### config.mk
export PLATFORM = sky130hd
export DESIGN_NAME = fwd_hazard_unit
export DESIGN_NICKNAME = d
export VERILOG_FILES = /design/src/rtl/fwd_hazard_pkg.sv /design/src/rtl/hz_dest_match.sv /design/src/rtl/hz_prio_sel.sv /design/src/rtl/hz_load_stall.sv /design/src/rtl/fwd_hazard_unit.sv
export SDC_FILE = /design/constraint.sdc
export NUM_CORES = 1
export LEC_CHECK = 0
export ABC_AREA = 1
export BUFFER_PORTS_ARGS = -buffer_cell sky130_fd_sc_hd__buf_4
export CAP_MARGIN = 20
export CORE_MARGIN = 4
export CORE_UTILIZATION = 49
export DETAILED_ROUTE_END_ITERATION = 6
export GPL_TIMING_DRIVEN = 0
export PLACE_DENSITY = 0.95
export SYNTH_ARGS = -nofsm -noshare
export SYNTH_HDL_FRONTEND = slang
export SYNTH_SLANG_ARGS = --single-unit
export TNS_END_PERCENT = 5
### constraint.sdc
create_clock -name vclk -period 0.8
set_input_delay 0.12 -clock vclk [all_inputs]
set_output_delay 0.12 -clock vclk [all_outputs]
set_load 0.01 [all_outputs]
### src/rtl/fwd_hazard_pkg.sv
`timescale 1ns/1ps
package fwd_hazard_pkg;
  localparam int unsigned FWD_STAGES = 3;
  localparam int unsigned SEL_W      = $clog2(FWD_STAGES + 1);

  // code value = distance of the producing instruction ahead of decode
  typedef enum logic [SEL_W-1:0] {
    OPND_RF  = SEL_W'(0),
    OPND_EX  = SEL_W'(1),
    OPND_MEM = SEL_W'(2),
    OPND_WB  = SEL_W'(3)
  } opnd_src_e;
endpackage

### src/rtl/hz_dest_match.sv
`timescale 1ns/1ps
module hz_dest_match #(
  parameter int unsigned REG_AW = 5
) (
  input  logic [REG_AW-1:0] src_i,
  input  logic [REG_AW-1:0] dst_i,
  input  logic              wr_en_i,
  output logic              hit_o
);
  logic src_live;
  assign src_live = |src_i;
  assign hit_o    = wr_en_i & src_live & (src_i == dst_i);
endmodule

### src/rtl/hz_prio_sel.sv
`timescale 1ns/1ps
module hz_prio_sel #(
  parameter int unsigned NUM_STAGE = 3,
  parameter int unsigned SEL_W     = 2
) (
  input  logic [NUM_STAGE-1:0] hit_i,
  output logic [SEL_W-1:0]     sel_o
);
  // index 0 is the nearest stage; scan far to near so the nearest wins
  always_comb begin
    sel_o = '0;
    for (int k = NUM_STAGE - 1; k >= 0; k--) begin
      if (hit_i[k]) sel_o = SEL_W'(k + 1);
    end
  end
endmodule

### src/rtl/hz_load_stall.sv
`timescale 1ns/1ps
module hz_load_stall #(
  parameter int unsigned NUM_SRC = 2,
  parameter int unsigned SEL_W   = 2
) (
  input  logic                          ex_load_i,
  input  logic [NUM_SRC-1:0][SEL_W-1:0] sel_i,
  output logic                          stall_o
);
  logic [NUM_SRC-1:0] wants_ex;

  for (genvar g = 0; g < NUM_SRC; g++) begin : g_use
    assign wants_ex[g] = (sel_i[g] == SEL_W'(1));
  end

  assign stall_o = ex_load_i & (|wants_ex);
endmodule

### src/rtl/fwd_hazard_unit.sv
`timescale 1ns/1ps
module fwd_hazard_unit
  import fwd_hazard_pkg::*;
#(
  parameter int unsigned REG_AW = 5
) (
  input  logic [REG_AW-1:0] src_a_i,
  input  logic [REG_AW-1:0] src_b_i,
  input  logic [REG_AW-1:0] ex_dst_i,
  input  logic              ex_wr_en_i,
  input  logic              ex_load_i,
  input  logic [REG_AW-1:0] mem_dst_i,
  input  logic              mem_wr_en_i,
  input  logic [REG_AW-1:0] wb_dst_i,
  input  logic              wb_wr_en_i,
  output logic [SEL_W-1:0]  sel_a_o,
  output logic [SEL_W-1:0]  sel_b_o,
  output logic              stall_o
);
  localparam int unsigned NUM_SRC = 2;

  logic [NUM_SRC-1:0][REG_AW-1:0]    src;
  logic [FWD_STAGES-1:0][REG_AW-1:0] dst;
  logic [FWD_STAGES-1:0]             wr_en;
  logic [NUM_SRC-1:0][FWD_STAGES-1:0] hit;
  logic [NUM_SRC-1:0][SEL_W-1:0]     sel;

  assign src   = {src_b_i, src_a_i};
  assign dst   = {wb_dst_i, mem_dst_i, ex_dst_i};
  assign wr_en = {wb_wr_en_i, mem_wr_en_i, ex_wr_en_i};

  for (genvar s = 0; s < NUM_SRC; s++) begin : g_src
    for (genvar t = 0; t < FWD_STAGES; t++) begin : g_stg
      hz_dest_match #(.REG_AW(REG_AW)) u_match (
        .src_i   (src[s]),
        .dst_i   (dst[t]),
        .wr_en_i (wr_en[t]),
        .hit_o   (hit[s][t])
      );
    end
    hz_prio_sel #(.NUM_STAGE(FWD_STAGES), .SEL_W(SEL_W)) u_prio (
      .hit_i (hit[s]),
      .sel_o (sel[s])
    );
  end

  hz_load_stall #(.NUM_SRC(NUM_SRC), .SEL_W(SEL_W)) u_stall (
    .ex_load_i (ex_load_i),
    .sel_i     (sel),
    .stall_o   (stall_o)
  );

  assign sel_a_o = sel[0];
  assign sel_b_o = sel[1];
endmodule

# Word-level counts from Yosys, hierarchy flattened
# Index checks and enable logic that the tools add are counted.
# totals
reg_bits,0
latch_bits,0
ram_bits,0
romBits,0
in_bits,29
out_inout_bits,5
word_cells,30
n_memories,0
# op_classes
addsub,0
mul,0
div_mod_pow,0
n_lt_le_gt_ge,0
eq_ne,8
n_shift,0
mux,6
n_bitwise,13
n_reduce_logical,3
# op_table
op,count
$eq A5 B5 Y1,6
$and A1 B1 Y1,13
$mux W2,6
$reduce_or A5 Y1,2
$eq A2 B1 Y1 const B,2
$reduce_or A2 Y1,1

# Longest topological paths before layout
# Gate-level depths: netlist of run 1.
# depth
word_depth,9
ltp_mapped,8
depth_no_buf,8

# Hierarchy
# Synthesis of run 1 repeated with hierarchy kept, for this count alone.
# unflattened
cells_unflattened,192
hier_area_um2,770.7
# modules_own_cells
mod,n_inst,cells_each,area_each_um2,seq_area_each_um2
hz_dest_match,6,29,116.4,0.0
hz_prio_sel,2,6,22.5,0.0
hz_load_stall,1,6,27.5,0.0

# Worst setup path after synthesis of run 1
# OpenSTA, ideal clock, no wires.
# synth_path
path_kind,input to output
startpoint,in src_a_i[1]
endpoint,out sel_a_o[1]
arrival_time_ns,0.711
required_ns,0.680
slack_ns,-0.031
path_stages,7
n_path_buf,0
cell_sequence,inv_1 -> nor2_1 -> nor2_1 -> nand2_1 -> nor2_1 -> nor2_1 -> nor2_1
# synth_between
elab_chain_len,6
# synth_lines
element,line,source
start: declaration,fwd_hazard_unit.sv:7,"input logic [REG_AW-1:0] src_a_i,"
$reduce_or A5 Y1,hz_dest_match.sv:11,assign src_live = |src_i;
$and A1 B1 Y1 (2 in series),hz_dest_match.sv:12,assign hit_o = wr_en_i & src_live & (src_i == dst_i);
$mux W2 (2 in series),hz_prio_sel.sv:13,if (hit_i[k]) sel_o = SEL_W'(k + 1);
$mux W2 (*),hz_prio_sel.sv:13,
end: declaration,fwd_hazard_unit.sv:16,"output logic [SEL_W-1:0] sel_a_o,"
# Every way passes the cells marked *; elsewhere a longest branch is shown, timed or not.

# Final worst setup path of run 1
# layout_path
startpoint,in src_b_i[0]
endpoint,out sel_b_o[1]
# layout_between
elab_chain_len,6
# layout_lines
element,line,source
start: declaration,fwd_hazard_unit.sv:8,"input logic [REG_AW-1:0] src_b_i,"
$reduce_or A5 Y1,hz_dest_match.sv:11,
$and A1 B1 Y1 (2 in series),hz_dest_match.sv:12,
$mux W2 (2 in series),hz_prio_sel.sv:13,
$mux W2 (*),hz_prio_sel.sv:13,
end: declaration,fwd_hazard_unit.sv:17,"output logic [SEL_W-1:0] sel_b_o,"
# Marked as above.

==> metrics, run 1 <==
status finished, violations left; failing checks negative setup slack; crit share post-route 148%; Pwr Total 0.586 mW; Post-synth top cells nand2_1, nor2_1, inv_1, inv_2, nor2_2; Syn Inst Count 168; CP max FO 6; Placer Congestion slightly below 0.9; CP endpoint kind output port; Buf/Inv on CP 2; Final WS setup -0.388 ns; Slew HR 86.6%; Syn. warnings 0; cell mode on critical path nor2_1; 1st-iter DRT viols 67; Syn Nets roughly 200; routed wire length between 3 and 4 mm; Fmax achieved 842 MHz; area of the multi-input gates 632 sq um; Synth area leaders nand2_1, nor2_1, inv_1; internal power 0.257 mW; Pleak 0.685 nW; IO Pins 34; synth unique cells 8; largest net degree at the start of global routing 8; DIE AREA 1990 sq um; global-route wire length before repair roughly 3.4 mm; vias 1,208; GR Overflow Total 0; routed length per instance ~14 um; ANT nets after route 0; I/O Buffers 34; area leader, netlist nand2_1; DRC violations left 0; antenna violations before repair 0; cts hold-fix bufs 0; Final Hold Viols 0; Comb power frac 100.0%; final setup fails 5; CP Launch Type primary input; Die Ht 44.7 um; GRT Overall Usage 21.4%; total core area roughly 1200 sq um; RSZ-0062 raised after global routing yes; post-DP HPWL roughly 1.7 mm; sequential fraction of the synthesis area 0%; most common cell in the netlist nand2_1; Flop pwr share 0%; First-pass DRT Iterations 5; share of cells above drive strength 1 40.4%; max-slew violation count 0; max-cap violation count 0; FP Rows 12; Synth top area share approximately 54%; die width 44.7 um; Slowest cell on crit path nand3_1; Worst path top cell family by delay simple AND/OR/NAND/NOR gates; Nets 234; switching share of power about 56%; TNS Setup -1.74 ns; syn avg cell area 3.92 sq um; vias in the first global route 878; vias per std cell 5.57; FF+latch count 0; final-layout clock buffer total 0; Psw ~0.33 mW; ant diodes 0; power per cell area 529 nW/um^2; initial core utilization a little under three fifths; class of the worst hold path in2out; crit path kind in2out; Worst-Margin Slew 0.201 ns; Post-Place Worst Slack -0.335 ns; Mapped Area between 600 and 700 sq um; Area growth, synth to finish 68.3%; Worst EP required 0.68 ns; peak supply drop 0.371 mV; Tmin final 1.19 ns; slowest stage delay, CP 0.18 ns; fillcell total between 40 and 50; crit-path cells buf_4 > nor2_1 > nand3_1 > nand2_1 > nor2_2 > nor2_1 > nor2_1 > buf_4; arrival time at the worst endpoint ~1.1 ns; Clk pwr share 0%; Reg area 0 sq um
## routing by layer
layer	GRT usage, %	up-vias	wire, um
met5	0	-	0
met4	1.81	0	255
met3	0.813	38	374
met2	39.5	113	1400
met1	27.8	494	1050
li1	-	563	-
## per-stage QoR
step	util [%]	cells	hold slack (ns)	instance area (sq um)
after floorplan	-	168	0.329	661
after global placement	78.7	216	0.545	933
after detailed placement	78.7	216	0.560	933
after CTS	82.9	217	0.539	983
after global routing	93.4	217	0.564	1110
final	93.4	217	0.546	1110
## power by group through the flow
stage                     combinational [mW]  sequential [mW]  clock, mW
after detailed placement               0.441                0          0
after floorplan                        0.231                0          0
final                                  0.586                0          0
after global placement                 0.430                0          0
after CTS                              0.469                0          0
after global routing                   0.636                0          0
## tightest hold or removal path: cells and delay by family
family                 cells  cell delay, ns
buffers and inverters      3            0.27
and+or+nand+nor            1            0.04
## placed cells by master, fill, tap and decap left out, drive strengths merged
cell type	netlist	routed
a21boi	1	1
buf	0	35
inv	28	28
nand2	95	95
nand3	3	3
nor2	39	39
o21ai	2	2
## final cells by class
type,count,area share [%]
Inverter,28,10.6
Tap cell,14,1.58
Timing Repair Buffer,35,30.7
Multi-Input combinational cell,140,57.1
## what timing repair did
item / 4_1_cts / 5_1_grt
setup buffers: 1 / 0
pin swaps: 7 / 23
endpoints found under the setup margin: 5 / 5
gates resized for setup: 17 / 41
## logic make-up (layout without fill, tap and decap cells)
| kind of cell | Yosys count | in the layout | synth area share (%) |
|---|---|---|---|
| AOI/OAI and AO/OA | 3 | 3 | 2.66 |
| buffers and inverters | 28 | 63 | 16.0 |
| and+or+nand+nor | 137 | 137 | 81.4 |
## worst paths after layout
path | cells past startpoint | start | slack [ns] | endpoint
worst max-delay path | 8 | src_b_i[0] | -0.39 | sel_b_o[1]
worst min-delay path | 4 | ex_load_i | 0.55 | stall_o
No activity file was read; power rests on OpenSTA's default activity.
==> run 2, diff against run 1 <==
Settings changed: GPL_TIMING_DRIVEN 0 to 1, REMOVE_ABC_BUFFERS set to 1.
==> run 2 against run 1 <==
Critical path depth grew 2. The flow still finishes with violations (negative setup slack). Power shrank 14%. Largest power group unchanged. Count of clock-buffer cells in the layout did not move.
==> metrics, run 2 (same netlist as run 1, synthesis figures left out) <==
status finished, violations left; failing checks negative setup slack; vias per std cell 4.76 (-15%); fillcell total 90 (+91%); largest net degree at the start of global routing 8 (unchanged); DIE AREA 1990 sq um (unchanged); die width 44.7 um (unchanged); Slew HR 90.4% (+3.9 points); max-cap violation count 0 (unchanged); Reg area 0 sq um (unchanged); post-DP HPWL 1.80 mm (+2.9%); 1st-iter DRT viols 37 (-45%); crit share post-route 139% (-9.6 points); routed wire length 2.17 mm (-30%); power per cell area 496 nW/um^2 (-6.3%); antenna violations before repair 0 (unchanged); GRT Overall Usage 22.1% (+0.74 points); CP endpoint kind output port; FP Rows 12 (unchanged); initial core utilization 55.5% (unchanged); Post-Place Worst Slack -0.321 ns (+0.0140 ns); I/O Buffers 34 (unchanged); ant diodes 0 (unchanged); crit path kind in2out; ANT nets after route 0 (unchanged); GR Overflow Total 0 (unchanged); RSZ-0062 raised after global routing yes; Hold WS 0.523 ns (-0.0222 ns); most frequent cells in the layout nand2_1, nor2_1, buf_4; FF+latch count 0 (unchanged); Pleak 0.656 nW (-4.3%); routed length per instance 10.1 um (-29%); Fmax achieved 900 MHz (+6.9%); Die Ht 44.7 um (unchanged); global-route wire length before repair 3.48 mm (+2.7%); share of cells above drive strength 1 33.7% (-6.7 points); class of the worst hold path in2out; Final WS setup -0.311 ns (+0.0769 ns); max-slew violation count 0 (unchanged); CP max FO 3 (-3); most common cell after layout, fill and taps aside nand2_1; cts hold-fix bufs 0 (unchanged); total core area 1190 sq um (unchanged); First-pass DRT Iterations 4 (-1); IO Pins 34 (unchanged); Worst EP required 0.68 ns (about the same); vias in the first global route 904 (+3.0%); DRC violations left 0 (unchanged); Final Hold Viols 0 (unchanged); Nets 233 (-0.43%); peak supply drop 0.308 mV (-17%); TNS Setup -1.44 ns (+0.306 ns); Worst-Margin Slew 0.143 ns (-0.0584 ns); arrival time at the worst endpoint 0.99 ns (-0.08 ns); Placer Congestion 0.889 (about the same); Area growth, synth to finish 54.0%; vias 1,028 (-15%); final setup fails 5 (unchanged); final-layout clock buffer total 0 (unchanged); CP Launch Type primary input; Tmin final 1.11 ns (-0.0769 ns)
run 2: final timing paths:
check	slack [ns]	to	startpoint	depth (start not counted)
hold / removal	0.52	stall_o	ex_load_i	4
setup / recovery	-0.31	sel_b_o[1]	mem_dst_i[1]	10
run 2: power breakdown:
part           switching [mW]  internal [mW]  leakage, nW  total [mW]
clock network               0              0            0           0
registers                   0              0            0           0
logic                   0.273          0.230        0.656       0.502
run 2: through the flow:
step,area (sq um),util (%),power [mW],instances
final,1010,85.4,0.502,216
after floorplan,658,-,0.229,168
after detailed placement,931,78.5,0.443,216
after CTS,940,79.2,0.451,216
after global placement,931,78.5,0.431,216
after global routing,1010,85.4,0.561,216
run 2: routing by layer:
layer,vias up,track usage [%],wire length [um]
met5,-,0,0
met4,0,0,2
met3,2,0,168
met2,44,41.3,1120
met1,428,29.6,884
li1,554,-,-
run 2: area by class of cell:
cell class                      count  area (sq um)  area share, %
Tap cell                           14          17.5           1.73
Inverter                           28           115           11.4
Multi-Input combinational cell    140           588           58.0
Timing Repair Buffer               34           293           28.9
run 2: timing repair:
action | in CTS | in global routing
resized for setup | 4 | 30
setup buffers | 0 | 0
endpoints found under the setup margin | 5 | 5
pin swaps | 5 | 23
run 2: critical path: stages:
cell     delay, ns
buf_4         0.09
inv_1         0.06
nand2_1       0.05
nand2_1       0.06
nor2_2        0.13
nand2_2       0.08
nor2_2        0.11
nor2_1        0.05
nor2_1        0.12
buf_4         0.14
==> run 3, diff against run 2 <==
--- a/config.mk
+++ b/config.mk
@@ -13,2 +13,3 @@
 export DETAILED_ROUTE_END_ITERATION = 6
+export GPL_ROUTABILITY_DRIVEN = 0
 export GPL_TIMING_DRIVEN = 1
==> constraint.sdc (replaced) <==
create_clock -name vclk -period 0.8
set_input_delay 0.12 -clock vclk [all_inputs]
set_output_delay 0.12 -clock vclk [all_outputs]
set_load 0.05 [all_outputs]
==> run 3 against run 2 <==
The flow still finishes with violations (negative setup slack). Fmax decreased by 13%. Core utilization increased by 6.3 points. Combinational power increased by 21%. Setup slack got worse by 0.17 ns. Via count increased by 21%. Non-clock buffer count increased by 1. Count of clock-buffer cells in the layout unchanged. Wire length increased by 40%. Power increased by 21%. Hold slack improved by 0.054 ns. Global-route usage decreased by 0.49 points.
==> metrics, run 3 (same netlist as run 1, synthesis figures left out) <==
status finished, violations left; failing checks negative setup slack; Nets 234 (+0.43%); crit-path cells buf_8 > inv_4 > nand2_1 > nand2_1 > nor2_1 > nand2_1 > nor2_1 > nor2_1 > nor2_1 > buf_6; Flop pwr share 0% (unchanged); vias in the first global route 936 (+3.5%); GR Overflow Total 0 (unchanged); Clk pwr share 0% (unchanged); power per cell area 559 nW/um^2 (+13%); CP max FO 5 (+2); vias 1,239 (+21%); most frequent cells in the layout nand2_1, nor2_1, buf_6, buf_4, nand2_2; max-cap violation count 0 (unchanged); FP Rows 12 (unchanged); final-layout clock buffer total 0 (unchanged); slowest stage delay, CP 0.18 ns (+0.04 ns); Area growth, synth to finish 65.4%; Comb power frac 100.0% (about the same); total core area 1190 sq um (unchanged); Reg area 0 sq um (unchanged); antenna violations before repair 0 (unchanged); RSZ-0062 raised after global routing yes; global-route wire length before repair 3.43 mm (-1.6%); Post-Place Worst Slack -0.365 ns (-0.0440 ns); switching share of power 58.5% (+4.2 points); initial core utilization 55.5% (unchanged); max-slew violation count 0 (unchanged); CP endpoint sel_a_o[1]; internal power 0.252 mW (+10%); crit path kind in2out; cell mode on critical path nor2_1; Worst-Margin Slew 0.154 ns (+0.0115 ns); cts hold-fix bufs 0 (unchanged); FF+latch count 0 (unchanged); GRT Overall Usage 21.6% (-0.49 points); Final Hold Viols 0 (unchanged); post-DP HPWL 1.76 mm (-1.9%); Pleak 0.674 nW (+2.7%); share of cells above drive strength 1 38.9% (+5.3 points); vias per std cell 5.71 (+20%); Slowest cell on crit path buf_6; CP Launch Type primary input; final setup fails 5 (unchanged); TNS Setup -2.13 ns (-0.699 ns); Pwr Total 0.609 mW (+21%); routed length per instance 14.0 um (+39%); Worst EP required 0.68 ns (about the same); die width 44.7 um (unchanged); Tmin final 1.28 ns (+0.170 ns); IO Pins 34 (unchanged); DRC violations left 0 (unchanged); ant diodes 0 (unchanged); area of the multi-input gates 622 sq um (+5.7%); fillcell total 54 (-40%); routed wire length 3.04 mm (+40%); I/O Buffers 34 (unchanged); fin area 1090 sq um (+7.4%); class of the worst hold path in2out; peak supply drop 0.361 mV (+17%); DP Area 931 sq um (unchanged); # placed instances 216 (unchanged); First-pass DRT Iterations 6 (+2); Levels on crit path 10 (unchanged); largest net degree at the start of global routing 8 (unchanged); Worst path top cell family by delay simple AND/OR/NAND/NOR gates; post-route insts no fill 217 (+0.46%); Final WS setup -0.481 ns (-0.170 ns); Die Ht 44.7 um (unchanged); Buf/Inv on CP 3 (unchanged); CP endpoint kind output port; 1st-iter DRT viols 153 (+310%); Fmax achieved 781 MHz (-13%); DIE AREA 1990 sq um (unchanged); crit share post-route 160% (+21 points); ANT nets after route 0 (unchanged); Psw 0.356 mW (+31%); most common cell after layout, fill and taps aside nand2_1; crit path from src_a_i[2]; Slew HR 89.7% (-0.74 points); arrival time at the worst endpoint 1.16 ns (+0.17 ns)
## run 3: cell types whose count changed in the layout (fill, tap and decap cells not counted), sizes merged
| cell | delta |
|---|---|
| buf | +1 |
## run 3: per-stage QoR
stage,hold slack (ns),utilization (%)
finish,0.577,91.8
global route,0.613,91.8
CTS,0.584,82.1
detailed placement,0.616,78.5
global placement,0.607,78.5
floorplan,0.394,-
## run 3: how the worst min path moves through the flow
stage | start | endpoint | cells after the start
global route | ex_load_i | stall_o | 4
detailed placement | ex_load_i | stall_o | 4
global placement | ex_load_i | stall_o | 4
floorplan | ex_load_i | stall_o | 2
CTS | ex_load_i | stall_o | 4
finish | ex_load_i | stall_o | 4
## run 3: layout make-up
| cell class | count | area share [%] |
|---|---|---|
| inverters | 28 | 10.6 |
| multi-input cells | 140 | 57.1 |
| repair buffers | 35 | 30.7 |
| well taps | 14 | 1.61 |
## run 3: per-layer routing
metal / vias up / GRT usage, % / share of wire [%]
met5: - / 0 / 0
met4: 0 / 0.602 / 7.3
met3: 40 / 2.03 / 14
met2: 112 / 43.3 / 47
met1: 530 / 25.2 / 32
li1: 557 / - / -
## run 3: timing repair
action,4_1_cts,5_1_grt
buffers inserted,0,1
resized for setup,15,40
endpoints found under the hold margin,0,0
pin swaps,8,30
endpoints found under the setup margin,5,5
## run 3: power groups by stage
| stage | Sequential, mW | Combinational, mW | Clock [mW] |
|---|---|---|---|
| detailed placement | 0 | 0.471 | 0 |
| CTS | 0 | 0.494 | 0 |
| floorplan | 0 | 0.259 | 0 |
| global route | 0 | 0.656 | 0 |
| global placement | 0 | 0.459 | 0 |
| finish | 0 | 0.609 | 0 |
## run 3: tightest hold or removal path, stage by stage
cell and delay, ns:
buf_4 0.11, inv_1 0.05, nor2_2 0.04, buf_6 0.14
